## config.mk

```make
export PLATFORM = sky130hd
export DESIGN_NAME = sertx_frame_tx
export DESIGN_NICKNAME = d
export VERILOG_FILES = /design/src/rtl/sertx_pkg.sv /design/src/rtl/sertx_rst_sync.sv /design/src/rtl/sertx_clkdiv.sv /design/src/rtl/sertx_ctrl.sv /design/src/rtl/sertx_shifter.sv /design/src/rtl/sertx_frame_tx.sv
export SDC_FILE = /design/constraint.sdc
export NUM_CORES = 1
export LEC_CHECK = 0
export ABC_CLOCK_PERIOD_IN_PS = 900
export BUFFER_PORTS_ARGS = -buffer_cell sky130_fd_sc_hd__buf_2
export CAP_MARGIN = 40
export CORE_ASPECT_RATIO = 1.2
export CORE_MARGIN = 2
export CORE_UTILIZATION = 51
export CTS_BUF_LIST = sky130_fd_sc_hd__clkbuf_8
export CTS_CLUSTER_DIAMETER = 50
export DETAILED_ROUTE_END_ITERATION = 10
export PLACE_DENSITY = 0.77
export SLEW_MARGIN = 20
export SYNTH_ARGS = -nofsm -noshare
export SYNTH_HDL_FRONTEND = slang
export SYNTH_SLANG_ARGS = --single-unit
```

## constraint.sdc

```tcl
create_clock -name clk -period 0.9 [get_ports clk]
set_input_delay 0.09 -clock clk [delete_from_list [all_inputs] [get_ports clk]]
set_output_delay 0.09 -clock clk [all_outputs]
set_load 0.01 [all_outputs]
```

## src/rtl/sertx_pkg.sv

```systemverilog
package sertx_pkg;

  typedef enum logic [1:0] {
    TX_IDLE  = 2'd0,
    TX_ARM   = 2'd1,
    TX_SHIFT = 2'd2
  } tx_state_e;

endpackage

```

## src/rtl/sertx_rst_sync.sv

```systemverilog
module sertx_rst_sync #(
  parameter int STAGES = 2
) (
  input  logic clk,
  input  logic arst_n,
  output logic rst_sync_n
);

  logic [STAGES-1:0] sync_q;
  logic [STAGES-1:0] sync_d;

  always_comb begin
    sync_d = {sync_q[STAGES-2:0], 1'b1};
  end

  always_ff @(posedge clk or negedge arst_n) begin
    if (!arst_n) begin
      sync_q <= '0;
    end else begin
      sync_q <= sync_d;
    end
  end

  assign rst_sync_n = sync_q[STAGES-1];

endmodule

```

## src/rtl/sertx_clkdiv.sv

```systemverilog
module sertx_clkdiv (
  input  logic clk,
  input  logic rst_n,
  input  logic run,
  output logic sclk_q,
  output logic sclk_up
);

  logic sclk_d;

  // Toggle each cycle while running, otherwise park released (high).
  always_comb begin
    if (run) begin
      sclk_d = ~sclk_q;
    end else begin
      sclk_d = 1'b1;
    end
  end

  always_ff @(posedge clk or negedge rst_n) begin
    if (!rst_n) begin
      sclk_q <= 1'b1;
    end else begin
      sclk_q <= sclk_d;
    end
  end

  // The coming edge leaves the serial clock high: launch point for data.
  assign sclk_up = sclk_d;

endmodule

```

## src/rtl/sertx_ctrl.sv

```systemverilog
module sertx_ctrl
  import sertx_pkg::*;
(
  input  logic      clk,
  input  logic      rst_n,
  input  logic      start,
  input  logic      sclk_up,
  input  logic      last,
  output tx_state_e state_q,
  output logic      load,
  output logic      shift
);

  tx_state_e state_d;

  always_comb begin
    state_d = state_q;
    load    = 1'b0;
    shift   = 1'b0;
    unique case (state_q)
      TX_IDLE: begin
        if (start) begin
          state_d = TX_ARM;
          load    = 1'b1;
        end
      end
      TX_ARM: begin
        if (sclk_up) begin
          state_d = TX_SHIFT;
        end
      end
      TX_SHIFT: begin
        if (sclk_up) begin
          if (last) begin
            state_d = TX_IDLE;
          end else begin
            shift = 1'b1;
          end
        end
      end
      default: state_d = TX_IDLE;
    endcase
  end

  always_ff @(posedge clk or negedge rst_n) begin
    if (!rst_n) begin
      state_q <= TX_IDLE;
    end else begin
      state_q <= state_d;
    end
  end

endmodule

```

## src/rtl/sertx_shifter.sv

```systemverilog
module sertx_shifter #(
  parameter int RES_W  = 12,
  parameter int LEAD_W = 4
) (
  input  logic             clk,
  input  logic             rst_n,
  input  logic             load,
  input  logic             shift,
  input  logic [RES_W-1:0] result,
  output logic             msb,
  output logic             last
);

  localparam int FRAME_W = RES_W + LEAD_W;
  localparam int CNT_W   = (FRAME_W > 1) ? $clog2(FRAME_W) : 1;
  localparam logic [CNT_W-1:0] LAST_IDX = CNT_W'(FRAME_W - 1);

  logic [FRAME_W-1:0] frame_w;
  logic [FRAME_W-1:0] shreg_q, shreg_d;
  logic [CNT_W-1:0]   cnt_q, cnt_d;
  logic               en;

  generate
    if (LEAD_W > 0) begin : g_lead
      assign frame_w = {{LEAD_W{1'b0}}, result};
    end else begin : g_nolead
      assign frame_w = result;
    end
  endgenerate

  assign en = load | shift;

  always_comb begin
    shreg_d = shreg_q;
    cnt_d   = cnt_q;
    if (load) begin
      shreg_d = frame_w;
      cnt_d   = '0;
    end else if (shift) begin
      shreg_d = {shreg_q[FRAME_W-2:0], 1'b0};
      cnt_d   = cnt_q + 1'b1;
    end
  end

  always_ff @(posedge clk or negedge rst_n) begin
    if (!rst_n) begin
      shreg_q <= '0;
      cnt_q   <= '0;
    end else if (en) begin
      shreg_q <= shreg_d;
      cnt_q   <= cnt_d;
    end
  end

  assign msb  = shreg_q[FRAME_W-1];
  assign last = (cnt_q == LAST_IDX);

endmodule

```

## src/rtl/sertx_frame_tx.sv

```systemverilog
module sertx_frame_tx
  import sertx_pkg::*;
#(
  parameter int RES_W  = 12,
  parameter int LEAD_W = 4,
  parameter int SYNC_STAGES = 2
) (
  input  logic             clk,
  input  logic             rst_n,
  input  logic             conv_start,
  input  logic [RES_W-1:0] conv_result,
  input  logic             sclk_free,
  output logic             busy,
  output logic             sclk_pull,
  output logic             frame_pull,
  output logic             sdata_pull
);

  logic      rst_int_n;
  logic      run;
  logic      sclk_q;
  logic      sclk_up;
  logic      load;
  logic      shift;
  logic      msb;
  logic      last;
  logic      in_frame;
  tx_state_e state_q;

  sertx_rst_sync #(
    .STAGES(SYNC_STAGES)
  ) u_rst (
    .clk       (clk),
    .arst_n    (rst_n),
    .rst_sync_n(rst_int_n)
  );

  assign in_frame = (state_q == TX_SHIFT);
  assign run      = sclk_free | in_frame;

  sertx_clkdiv u_div (
    .clk    (clk),
    .rst_n  (rst_int_n),
    .run    (run),
    .sclk_q (sclk_q),
    .sclk_up(sclk_up)
  );

  sertx_ctrl u_ctrl (
    .clk    (clk),
    .rst_n  (rst_int_n),
    .start  (conv_start),
    .sclk_up(sclk_up),
    .last   (last),
    .state_q(state_q),
    .load   (load),
    .shift  (shift)
  );

  sertx_shifter #(
    .RES_W (RES_W),
    .LEAD_W(LEAD_W)
  ) u_shift (
    .clk   (clk),
    .rst_n (rst_int_n),
    .load  (load),
    .shift (shift),
    .result(conv_result),
    .msb   (msb),
    .last  (last)
  );

  assign busy       = (state_q != TX_IDLE);
  assign sclk_pull  = ~sclk_q;
  assign frame_pull = in_frame;
  assign sdata_pull = in_frame & ~msb;

endmodule

```

==> qor.log <==
INFO  status         outcome=finished, violations left
INFO  status         violations=setup timing
INFO  synth          yosysUniqueCellTypes=27
INFO  clock_tree     ctsLongestPathBuffers=2
INFO  final_layout   drive_above_1_share=42.1%
INFO  grt            gr-usage-all-layers=22.4%
INFO  synth          async_flop_share=100%
INFO  final_layout   final_core_occ=74.2%
INFO  placed_design  number_of_i_o_port_buffers=19
INFO  synth          synth.top_cells.by_area=dfrtp_1, a221o_1, and3_1
INFO  synth          post_synthesis_net_count=117
INFO  grt            grt_start_max_net_pins=16
INFO  timing         unrepaired_setup_endpoints_after_global_routing=true
INFO  synth          synthMostInstantiatedCell=dfrtp_1
INFO  power_and_ir_drop internal_power=0.00289W
INFO  synth          ys_top_cells_by_count=dfrtp_1, and3_1, a221o_1
INFO  power_and_ir_drop netSwitchingPower=0.00144W
INFO  grt            number_of_global_route_vias_before_repair=952
INFO  timing         fraction_of_the_cycle_the_final_worst_path_needs=157%
INFO  placed_design  dpl.hpwl=1720µm
INFO  timing         period_needed=1.41ns
INFO  timing         report.final.setup_viol=27
INFO  setup_path     start_kind=register
INFO  floorplan      dieHeight=55.4µm
INFO  synth          synthCells=100
INFO  synth          syn_warnings=0
INFO  clock_tree     clk_root_buffer_cell=clkbuf_8
INFO  detailed_routing drt-pass1-iter-count=4
INFO  grt            grt.busiest_layer=met2
INFO  detailed_routing drt-wirelength-per-cell=14.6µm
INFO  power_and_ir_drop ir_drop=0.00191V
INFO  setup_path     worst-endpoint-required=1.10ns
INFO  floorplan      row_count=18
INFO  grt            grt_use_met2=32.9%
INFO  synth          synth_area_leader_cell=dfrtp_1
INFO  clock_tree     h-tree-depth=1
INFO  grt            grtUsageMet1=32.7%
INFO  flow_run       cap_viol_max_count=0
INFO  placed_design  gp_congestion=0.851
INFO  floorplan      design.portCount=20
INFO  synth          synth.cell_area=1120µm²
INFO  detailed_routing detail-route-antenna-nets=0
INFO  synth          post-synth-top-area-fraction=53.5%
INFO  detailed_routing drt_drc_violations_left=0
INFO  worst_hold_path hp-class=in -> reg
INFO  synth          number_of_synthesized_flops_with_an_enable_pin=0
INFO  detailed_routing vias_per_cell=5.59
INFO  power_and_ir_drop power.density_cell_area=2820nW/µm²
INFO  detailed_routing detailroute.via_count=951
INFO  clock_tree     clkSinkCount=25
INFO  detailed_routing drt_iter0_drc=22
INFO  clock_tree     worstSkewPairLatency=0.27ns
INFO  clock_tree     tritoncts_clock_tree=done
INFO  final_layout   area_growth=36.9%
INFO  grt            gr_util_met3=1.31%
INFO  floorplan      horizontal_die_dimension=46.8µm
INFO  synth          synth.yosys.seq_area_share=55.9%
INFO  power_and_ir_drop power_leakage=0.750nW
INFO  timing         final_critical_path_setup_slack=-0.512ns
INFO  setup_path     timing.critical_path.arrival=1.61ns
INFO  clock_tree     clk_transition_reported_paths=0.08ns
INFO  setup_path     critPathMaxFanout=6
INFO  floorplan      floorplan.initialDensity=54.2%
INFO  timing         max_freq=708MHz
INFO  final_layout   antenna_cells_inserted=0
INFO  detailed_routing postRouteWirelength=2480µm
INFO  setup_path     worstSetupPathType=reg -> reg
INFO  timing         final-max-slew-violation-count=0
INFO  synth          ys_seq_elements=25
INFO  final_layout   nets=158
INFO  power_and_ir_drop seqPwrFrac=43.3%
INFO  power_and_ir_drop switching_share_of_power=33.3%
INFO  power_and_ir_drop report.power.total=0.00433W
INFO  timing         worst_clock_skew=0.00378ns
INFO  grt            grt_first_pass_wirelength=4250µm
INFO  clock_tree     numCtsBuffers=3
INFO  power_and_ir_drop power.share.combinational=41.8%
INFO  setup_path     critical_path.endpoint_type=register
INFO  power_and_ir_drop power.clock.fraction=15.0%
INFO  floorplan      design.core.area=2070µm²
INFO  grt            grt_overflow=0
INFO  synth          ys.flop_type=dfrtp_1
INFO  floorplan      die_outline_area=2590µm²
INFO  grt            antenna_found_initial=0
INFO  timing         finalHoldViolCount=0
INFO  synth          avgSynthCellArea=11.2µm²
INFO  timing         timing.setup.tns=-11.25ns
==> per-layer routing <==
layer	share of wire, %	vias to the layer above
met5	0	-
met4	2.8	0
met1	44	465
met2	50	26
li1	-	453
met3	3.3	7
==> state kept, by name (all words and copies together) (netlist names) <==
register,cells
u_ctrl.state_q,2
u_rst.sync_q,2
u_div.sclk_q,1
u_shift.cnt_q,4
u_shift.shreg_q,16
==> through the flow <==
step           std cells  hold WS (ns)  setup slack, ns  area (µm²)
3_5_place_dp         158        -0.122           -0.567        1380
2_1_floorplan        100        -0.206           -0.495        1180
5_1_grt              170        0.0523           -0.564        1540
4_1_cts              167        0.0467           -0.535        1510
6_report             170        0.0405           -0.512        1540
3_3_place_gp         158        -0.125           -0.507        1380
==> logic make-up after synthesis <==
logic type / count (synthesis) / synth area share, %
AND/OR/NAND/NOR: 39 / 21.1
buffers and inverters: 6 / 2.67
AO/OA/AOI/OAI: 26 / 17.1
flip-flops: 25 / 55.9
adder cells (fa/ha/maj): 1 / 1.11
other: 1 / 0.334
multiplexers: 2 / 1.90
==> cells in the final DEF, fill, tap and decap left out, drive strengths merged <==
cell,instances
or3b,2
ha,1
conb,1
a21oi,5
o31ai,1
mux2i,1
or3,1
nor2,1
and3,12
nand3,9
a221o,11
nand2b,1
nand2,8
nor3b,2
buf,39
or2,1
dfstp,1
nor2b,2
clkbuf,3
inv,2
o21ai,9
mux2,1
dfrtp,24
dlygate4sd3,2
==> power groups by stage <==
| stage | Clock [W] | Combinational, W | Sequential [W] |
|---|---|---|---|
| final | 0.000648 | 0.00181 | 0.00187 |
| after global placement | 0 | 0.00151 | 0.00185 |
| after CTS | 0.000648 | 0.00173 | 0.00188 |
| after detailed placement | 0 | 0.00154 | 0.00188 |
| after floorplan | 0 | 0.00109 | 0.00178 |
| after global routing | 0.000690 | 0.00200 | 0.00192 |
==> final cells by class <==
type	count	area (µm²)
inverter	1	3.75
timing repair buffer	41	308
sequential	25	629
tap	30	37.5
clock buffer	3	41.3
multi-input combinational	69	513
clock inverter	1	3.75
fill	154	536
==> path summary, 6_finish.rpt <==
kind	endpoint	from	depth (start not counted)	slack, ns
setup / recovery	u_shift.cnt_q[3]$_DFFE_PN0P_	u_ctrl.state_q[0]$_DFFE_PN0P_	3	-0.51
hold / removal	u_shift.shreg_q[0]$_DFFE_PN0P_	conv_result[0]	3	0.04
setup reg to reg	u_shift.cnt_q[3]$_DFFE_PN0P_	u_ctrl.state_q[0]$_DFFE_PN0P_	3	-0.51
hold reg to reg	u_shift.cnt_q[1]$_DFFE_PN0P_	u_rst.sync_q[1]$_DFF_PN0_	1	0.17
max in group asynchronous	u_div.sclk_q$_DFF_PN1_	u_rst.sync_q[1]$_DFF_PN0_	1	0.52
min in group asynchronous	u_rst.sync_q[0]$_DFF_PN0_	rst_n	2	0.12
==> critical path, cell delays in order (launching register included) <==
cell	delay (ns)
dfrtp_2	0.47
or3b_4	0.42
or3_1	0.33
a21oi_1	0.13
==> what timing repair did <==
| item | 4_1_cts | 5_1_grt |
|---|---|---|
| buffers inserted | 3 | 3 |
| hold buffers | 2 | 0 |
| setup endpoints to repair | 27 | 27 |
| hold endpoints to repair | 3 | 0 |
| resized for setup | 14 | 3 |
| pin swaps | 0 | 0 |
(Power assumes the default switching activity.)
